==> src/rtl/lcd_frame_streamer.sv <==
`timescale 1ns/1ps
module lcd_frame_streamer #(
  parameter int ACT_PIX      = 800,
  parameter int BLANK_PIX    = 88,
  parameter int ACT_LINES    = 480,
  parameter int BLANK_LINES  = 4,
  parameter int ADDR_CLKS    = 13,
  parameter int CS_GAP_CLKS  = 2,
  parameter int FRAME_PERIOD = 12_800_000,
  parameter int MAX_CS_CLKS  = 430_000,
  parameter int AW           = 24
) (
  input  logic          clk,
  input  logic          rst_n,
  input  logic [AW-1:0] frame_base,
  input  logic          wr_req,
  input  logic [AW-1:0] wr_addr,
  input  logic [15:0]   wr_data,
  output logic          wr_busy,
  output logic          mem_cs_n,
  output logic          mem_ck,
  output logic [15:0]   mem_dq_o,
  output logic          mem_dq_oe,
  input  logic [15:0]   mem_dq_i,
  output logic          lcd_pclk,
  output logic          lcd_de,
  output logic [4:0]    lcd_r,
  output logic [5:0]    lcd_g,
  output logic [4:0]    lcd_b,
  output logic          frame_start,
  output logic          frame_done
);

  localparam int LINE_CLKS = ACT_PIX + BLANK_PIX;
  localparam int ALL_LINES = ACT_LINES + BLANK_LINES;
  localparam int WR_LEN    = ADDR_CLKS + 1;
  localparam int CUT       = FRAME_PERIOD - 1 - WR_LEN - CS_GAP_CLKS;
  localparam int XW = $clog2(LINE_CLKS + 1);
  localparam int YW = $clog2(ALL_LINES + 1);
  localparam int CW = $clog2(ADDR_CLKS + 1);
  localparam int FW = $clog2(FRAME_PERIOD + 1);
  localparam int GW = $clog2(CS_GAP_CLKS + 1);
  localparam int LW = $clog2(MAX_CS_CLKS + 2);

  localparam logic [XW-1:0] X_ACT  = XW'(ACT_PIX);
  localparam logic [XW-1:0] X_LAST = XW'(LINE_CLKS - 1);
  localparam logic [YW-1:0] Y_ACT  = YW'(ACT_LINES);
  localparam logic [YW-1:0] Y_LAST = YW'(ALL_LINES - 1);
  localparam logic [CW-1:0] C_ADDR = CW'(ADDR_CLKS);
  localparam logic [FW-1:0] F_LAST = FW'(FRAME_PERIOD - 1);
  localparam logic [FW-1:0] F_CUT  = FW'(CUT);
  localparam logic [GW-1:0] G_MIN  = GW'(CS_GAP_CLKS);

  typedef enum logic [1:0] {S_IDLE, S_RD, S_WR} st_t;

  st_t           st;
  logic [CW-1:0] c;
  logic [XW-1:0] x;
  logic [YW-1:0] y;
  logic [FW-1:0] fp;
  logic [GW-1:0] gap_cnt;
  logic [AW-1:0] base_q, wa_q;
  logic [15:0]   wd_q, pix_q;
  logic          run_q, de_q, fs_q, fd_q, ck_q;

  logic fp_last, gap_ok, streaming, de_now, rd_end, wr_end, start_rd, start_wr, nxt_idle;
  logic [30:0] ap;

  assign fp_last   = (fp == F_LAST);
  assign gap_ok    = (gap_cnt == G_MIN);
  assign streaming = (st == S_RD) && (c == C_ADDR);
  assign de_now    = streaming && (x < X_ACT) && (y < Y_ACT);
  assign rd_end    = streaming && (x == X_LAST) && (y == Y_LAST);
  assign wr_end    = (st == S_WR) && (c == C_ADDR);
  assign start_rd  = (st == S_IDLE) && fp_last;
  assign start_wr  = (st == S_IDLE) && !fp_last && wr_busy && gap_ok && (fp <= F_CUT);
  assign nxt_idle  = (st == S_IDLE) ? !(start_rd || start_wr) : (rd_end || wr_end);
  assign ap        = 31'(base_q);

  assign mem_cs_n  = (st == S_IDLE);
  assign mem_ck    = ck_q;
  assign mem_dq_oe = (st != S_IDLE) &&
                     ((c == CW'(0)) || (c == CW'(1)) || ((st == S_WR) && (c == C_ADDR)));
  assign mem_dq_o  = (c == CW'(0)) ? {(st == S_WR), ap[30:16]} :
                     (c == CW'(1)) ? ap[15:0] : wd_q;

  assign lcd_pclk    = run_q & ~clk;
  assign lcd_de      = de_q;
  assign lcd_r       = pix_q[15:11];
  assign lcd_g       = pix_q[10:5];
  assign lcd_b       = pix_q[4:0];
  assign frame_start = fs_q;
  assign frame_done  = fd_q;

  always_ff @(posedge clk) begin
    if (!rst_n) begin
      st <= S_IDLE;  c <= '0;  x <= '0;  y <= '0;  fp <= '0;
      gap_cnt <= G_MIN;  base_q <= '0;  wa_q <= '0;  wd_q <= '0;
      wr_busy <= 1'b0;  pix_q <= '0;  run_q <= 1'b0;  de_q <= 1'b0;
      fs_q <= 1'b0;  fd_q <= 1'b0;  ck_q <= 1'b0;
    end else begin
      fp    <= fp_last ? '0 : fp + FW'(1);
      fs_q  <= start_rd;
      fd_q  <= rd_end;
      run_q <= streaming;
      de_q  <= de_now;
      pix_q <= de_now ? mem_dq_i : '0;
      ck_q  <= nxt_idle ? 1'b0 : ~ck_q;

      if (!nxt_idle)            gap_cnt <= '0;
      else if (st != S_IDLE)    gap_cnt <= GW'(1);
      else if (!gap_ok)         gap_cnt <= gap_cnt + GW'(1);

      if (wr_req && !wr_busy) begin
        wr_busy <= 1'b1;
        wa_q    <= wr_addr;
        wd_q    <= wr_data;
      end else if (wr_end) begin
        wr_busy <= 1'b0;
      end

      case (st)
        S_IDLE: begin
          c <= '0;
          if (start_rd) begin
            st <= S_RD;  base_q <= frame_base;  x <= '0;  y <= '0;
          end else if (start_wr) begin
            st <= S_WR;  base_q <= wa_q;
          end
        end
        S_RD: begin
          if (c != C_ADDR)          c <= c + CW'(1);
          else if (rd_end)          st <= S_IDLE;
          else if (x == X_LAST) begin x <= '0; y <= y + YW'(1); end
          else                      x <= x + XW'(1);
        end
        S_WR: begin
          if (wr_end) st <= S_IDLE;
          else        c <= c + CW'(1);
        end
        default: st <= S_IDLE;
      endcase
    end
  end

  logic [GW:0]   chk_hi;
  logic [LW-1:0] chk_lo;
  logic [FW:0]   chk_fp;
  logic          seen_fs;

  always_ff @(posedge clk) begin
    if (!rst_n) begin
      chk_hi <= (GW+1)'(CS_GAP_CLKS);  chk_lo <= '0;  chk_fp <= '0;  seen_fs <= 1'b0;
    end else begin
      chk_hi <= !mem_cs_n ? '0 : (chk_hi >= (GW+1)'(CS_GAP_CLKS)) ? chk_hi : chk_hi + 1'b1;
      chk_lo <= mem_cs_n ? '0 : (chk_lo == LW'(MAX_CS_CLKS + 1)) ? chk_lo : chk_lo + 1'b1;
      chk_fp <= frame_start ? '0 : (chk_fp > (FW+1)'(FRAME_PERIOD)) ? chk_fp : chk_fp + 1'b1;
      if (frame_start) seen_fs <= 1'b1;
    end
  end

  assert_cs_gap_R7: assert property (@(posedge clk) disable iff (!rst_n)
    $fell(mem_cs_n) |-> (chk_hi >= (GW+1)'(CS_GAP_CLKS)));
  assert_cs_max_R7: assert property (@(posedge clk) disable iff (!rst_n)
    chk_lo <= LW'(MAX_CS_CLKS));
  assert_frame_period_R8: assert property (@(posedge clk) disable iff (!rst_n)
    (frame_start && seen_fs) |-> (chk_fp == (FW+1)'(FRAME_PERIOD - 1)));
  assert_start_selected_R3: assert property (@(posedge clk) disable iff (!rst_n)
    frame_start |-> !mem_cs_n);
  assert_de_in_read_R4: assert property (@(posedge clk) disable iff (!rst_n)
    $rose(lcd_de) |-> $past(st == S_RD));
  assert_de_low_write_R10: assert property (@(posedge clk) disable iff (!rst_n)
    (st == S_WR) |-> !lcd_de);
  assert_busy_cause_R9: assert property (@(posedge clk) disable iff (!rst_n)
    $rose(wr_busy) |-> $past(wr_req));

endmodule

==> config.mk <==
export PLATFORM = sky130hd
export DESIGN_NAME = lcd_frame_streamer
export DESIGN_NICKNAME = d
export VERILOG_FILES = /design/src/rtl/lcd_frame_streamer.sv
export SDC_FILE = /design/constraint.sdc
export NUM_CORES = 1
export LEC_CHECK = 0
export BUFFER_PORTS_ARGS = -buffer_cell sky130_fd_sc_hd__buf_2
export CELL_PAD_IN_SITES_DETAIL_PLACEMENT = 0
export CELL_PAD_IN_SITES_GLOBAL_PLACEMENT = 1
export CORE_ASPECT_RATIO = 0.9
export CORE_MARGIN = 1
export CORE_UTILIZATION = 41
export CTS_CLUSTER_DIAMETER = 60
export DETAILED_ROUTE_END_ITERATION = 7
export PLACE_DENSITY = 0.8
export RECOVER_POWER = 25
export SLEW_MARGIN = 20
export SYNTH_ARGS = -nofsm -noshare
export SYNTH_HDL_FRONTEND = slang
export SYNTH_SLANG_ARGS = --single-unit
==> constraint.sdc <==
create_clock -name clk -period 7.1 [get_ports clk]
set_clock_uncertainty 0.1 [all_clocks]
set_input_delay 0 -clock clk [delete_from_list [all_inputs] [get_ports clk]]
set_output_delay 0 -clock clk [all_outputs]
set_load 0.005 [all_outputs]
After elaboration in Yosys (flattened, before gate mapping)
Index checks and enable logic that the tools add are counted.

storage, ports and cells
  word-level logic and storage cells = 114
  register bits = 137
  output and inout port bits = 40
  input bits = 83

operators by class
  eq/ne operators = 20
  reductions and logical operators = 36
  $lt $le $gt $ge = 3
  $add $sub $neg = 5
  muxes and demuxes = 29
  bitwise logic cells = 4

operator list
  kind                                                             number
  24-bit 2-to-1 mux                                                2
  10-bit 2-to-1 mux                                                4
  9-bit 2-to-1 mux                                                 4
  16-bit 2-to-1 mux                                                2
  24-bit by 1-bit adder with 24-bit output, second input constant  1
  24-bit == test, second input constant                            1
  24-bit <= comparator, second input constant                      1
  10-bit one-hot mux with 2 select lines                           1
  9-bit one-hot mux with 2 select lines                            1
  2-bit 2-to-1 mux                                                 8
  1-bit logical AND                                                13
  4-bit one-hot mux with 3 select lines                            1
  10-bit by 1-bit adder with 10-bit output, second input constant  1
  10-bit == test, second input constant                            1
  10-bit less-than comparator, second input constant               1
  2-bit != test, second input constant                             5
  9-bit by 1-bit adder with 9-bit output, second input constant    1
  9-bit == test, second input constant                             1
  9-bit less-than comparator, second input constant                1
  4-bit 2-to-1 mux                                                 2
  2-bit by 1-bit != test with 1-bit output, second input constant  4
  4-bit AND reduction                                              2
  2-bit nonzero test                                               4
  2-bit one-hot mux with 3 select lines                            1
  other kinds (21)                                                 34

Longest topological paths before layout
  word-level depth = 10
  gate-level depth with buffers = 10
  depth with buffers taken out = 8

==> results.md <==
- via-per-instance ratio: 5.13
- unrepaired setup endpoints after global routing: no
- power density normalized to cell area: 260 nW/um^2
- clock latency on the worst-skew pair: 540 ps
- sequential cell area fraction in the yosys report: 0.463
- half-perimeter wire length after detailed placement: 10.3 mm
- total global routing overflow: 0
- Synthesized Nets: 788
- most common flop cell mapped by yosys: dfxtp_1
- routed vias: 5,793
- result of the run: complete, but fails checks
- count of final setup violators: 0
- signed area change from the synthesized netlist to the final layout: 43.0%
- Wirelength per Cell: 15.5 um
- via count of the first global-routing pass: 5,793
- number of hold-slack violations in the final timing report: 0
- Boundary Pins: 123
- required arrival time at the worst endpoint: 7000 ps
- maximum ir drop on the vdd rail: 197 uV
- total negative setup slack: 0 ps
- Pins Over Slew Limit: 112
- Total Routed Length: 17.5 mm
- Synth Cell Area: 5930 um^2
- area of the core: 14,100 um^2
- antenna diode count: 0
- TritonCTS clock tree: built
- classification of the worst setup path: clock port to primary output
- Final Net Count: 1,018
- number of antenna violations at the first check in global routing: 0
- Gate Count Post-Synth: 694
- all-layer global routing usage: 0.245
- DIE WIDTH: 129 um
- Port Buf Inserts: 122
- proportion of layout cells with a drive suffix above 1: 0.162
- height of the die: 116 um
- remaining number of nets flagged by the antenna check after routing: 0
- type of the tightest min-delay check: input pin to flip-flop
- number of placement rows: 41
- CP Capture Type: primary output
- first-pass GRT wire length: 27.8 mm
- data arrival time of the worst path: 4100 ps
- Filler Cell Count: 1,263
- highest-count cells in the layout ignoring fill and taps: 137 x dfxtp_1, 124 x nand2_1, 120 x dlygate4sd3_1, 107 x buf_2, 91 x a21oi_1
- leakage power: 3.52 nW
- die area: 14,900 um^2
- maximum number of pins on one net before global-route repair: 77
- number of setup buffers added after CTS: 0
- fraction of registers with async set or reset after synthesis: 0
- Synth cell types: 44
- largest fanout on the critical path: 2
- drt first-iter violations: 497
- DR pass1 iterations: 5
- final RePlAce weighted congestion: 0.814
- max-cap check violation count: 2
- number of enable-type register cells in the synthesized netlist: 0
- clock-pin transition on the worst setup and hold timing paths: 60 ps
- worst slack on hold paths: 96.3 ps
- DR DRC count: 0
- slew at the pin with the worst max-slew slack: 3500 ps
- critical path startpoint category: clock port
- violated checks: max-capacitance violations, max-slew violations
- post-synthesis area per instance: 8.54 um^2
- most common cell after layout, fill and taps aside: dfxtp_1
- starting utilization of the core area: 0.422
- post-synthesis sequential element count: 137
- number of warnings issued by yosys: 0
- worst slew margin relative to its limit: -1.33
==> synthesized netlist by cell type (all sizes together), types with 11 or more instances <==
cell type | instances | area, um^2
dfxtp | 137 | 2740
nand2 | 124 | 465
a21oi | 91 | 455
nor2 | 45 | 171
mux2i | 33 | 330
clkbuf | 28 | 105
a211oi | 27 | 203
nand3 | 24 | 125
o21ai | 24 | 135
and2 | 20 | 125
xor2 | 20 | 175
nand4 | 14 | 87.6
buf | 11 | 77.6
ha | 11 | 138
==> state kept, by name, summed over array words and instances, names as in the netlist <==
register	cells
frame_start	1
wr_busy	1
gap_cnt	2
run_q	1
frame_done	1
pix_q	16
lcd_de	1
c	4
y	9
mem_ck	1
wa_q	24
x	10
wd_q	16
base_q	24
st	2
fp	24
==> cells by family (layout without fill, tap and decap cells) <==
group | Yosys count | count (layout) | synth area share
AND/OR/NAND/NOR | 283 | 283 | 0.231
AO/OA/AOI/OAI | 152 | 152 | 0.146
flip-flops | 137 | 137 | 0.463
buffers and inverters | 48 | 290 | 0.0365
multiplexers | 34 | 34 | 0.0576
XOR/XNOR | 29 | 29 | 0.0428
adder cells (fa/ha/maj) | 11 | 11 | 0.0232
==> where the power goes <==
part / leakage, nW / internal, mW / switching [mW] / total [mW]
clock: 0.333 / 0.631 / 0.334 / 0.965
combinational: 2.08 / 0.163 / 0.203 / 0.366
sequential: 1.11 / 0.831 / 0.0421 / 0.873
total: 3.52 / 1.62 / 0.580 / 2.20
==> repair_timing <==
item | CTS | global route
hold endpoints to repair | 105 | 0
hold buffers | 120 | 0
resized for setup | 0 | 0
==> per-layer routing <==
| layer | vias to the layer above | track usage | share of wire |
|---|---|---|---|
| met5 | - | 0 | 0 |
| met4 | 0 | 0.0910 | 0.011 |
| met3 | 19 | 0.0813 | 0.053 |
| met2 | 174 | 0.413 | 0.49 |
| met1 | 2721 | 0.292 | 0.44 |
| li1 | 2879 | - | - |
==> final cells by class <==
type / instances / area, um^2 / share of cell area
clock buffer: 28 / 582 / 0.0686
clock inverter: 7 / 90.1 / 0.0106
inverter: 9 / 33.8 / 0.00398
multi-input combinational: 509 / 2970 / 0.351
sequential: 137 / 2740 / 0.323
tap: 193 / 241 / 0.0285
timing repair buffer: 246 / 1820 / 0.214
==> critical path, cell delays in order <==
cell and delay [ps]:
clkbuf_16 120, clkbuf_16 130, nor2b_1 160, buf_2 140
==> stage by stage <==
step / worst slack (ps) / instance area [um^2] / total power, mW / instances / utilization
after floorplan: 3340 / 5930 / 1.10 / 694 / -
after global placement: 3270 / 6640 / 1.19 / 975 / 0.472
after detailed placement: 3270 / 6640 / 1.20 / 975 / 0.472
after CTS: 2950 / 8510 / 2.21 / 1129 / 0.605
after global routing: 2780 / 8480 / 2.31 / 1129 / 0.603
final: 2900 / 8480 / 2.20 / 1129 / 0.603
==> path summary, 6_finish.rpt <==
path / slack (ps) / start / depth (start not counted) / endpoint
setup / recovery: 2900 / clk / 4 / lcd_pclk
hold / removal: 100 / mem_dq_i[13] / 3 / pix_q[13]
setup reg to reg: 3130 / st[0] / 8 / y[3]
hold reg to reg: 340 / mem_ck / 1 / mem_ck
(Power assumes the default switching activity.)
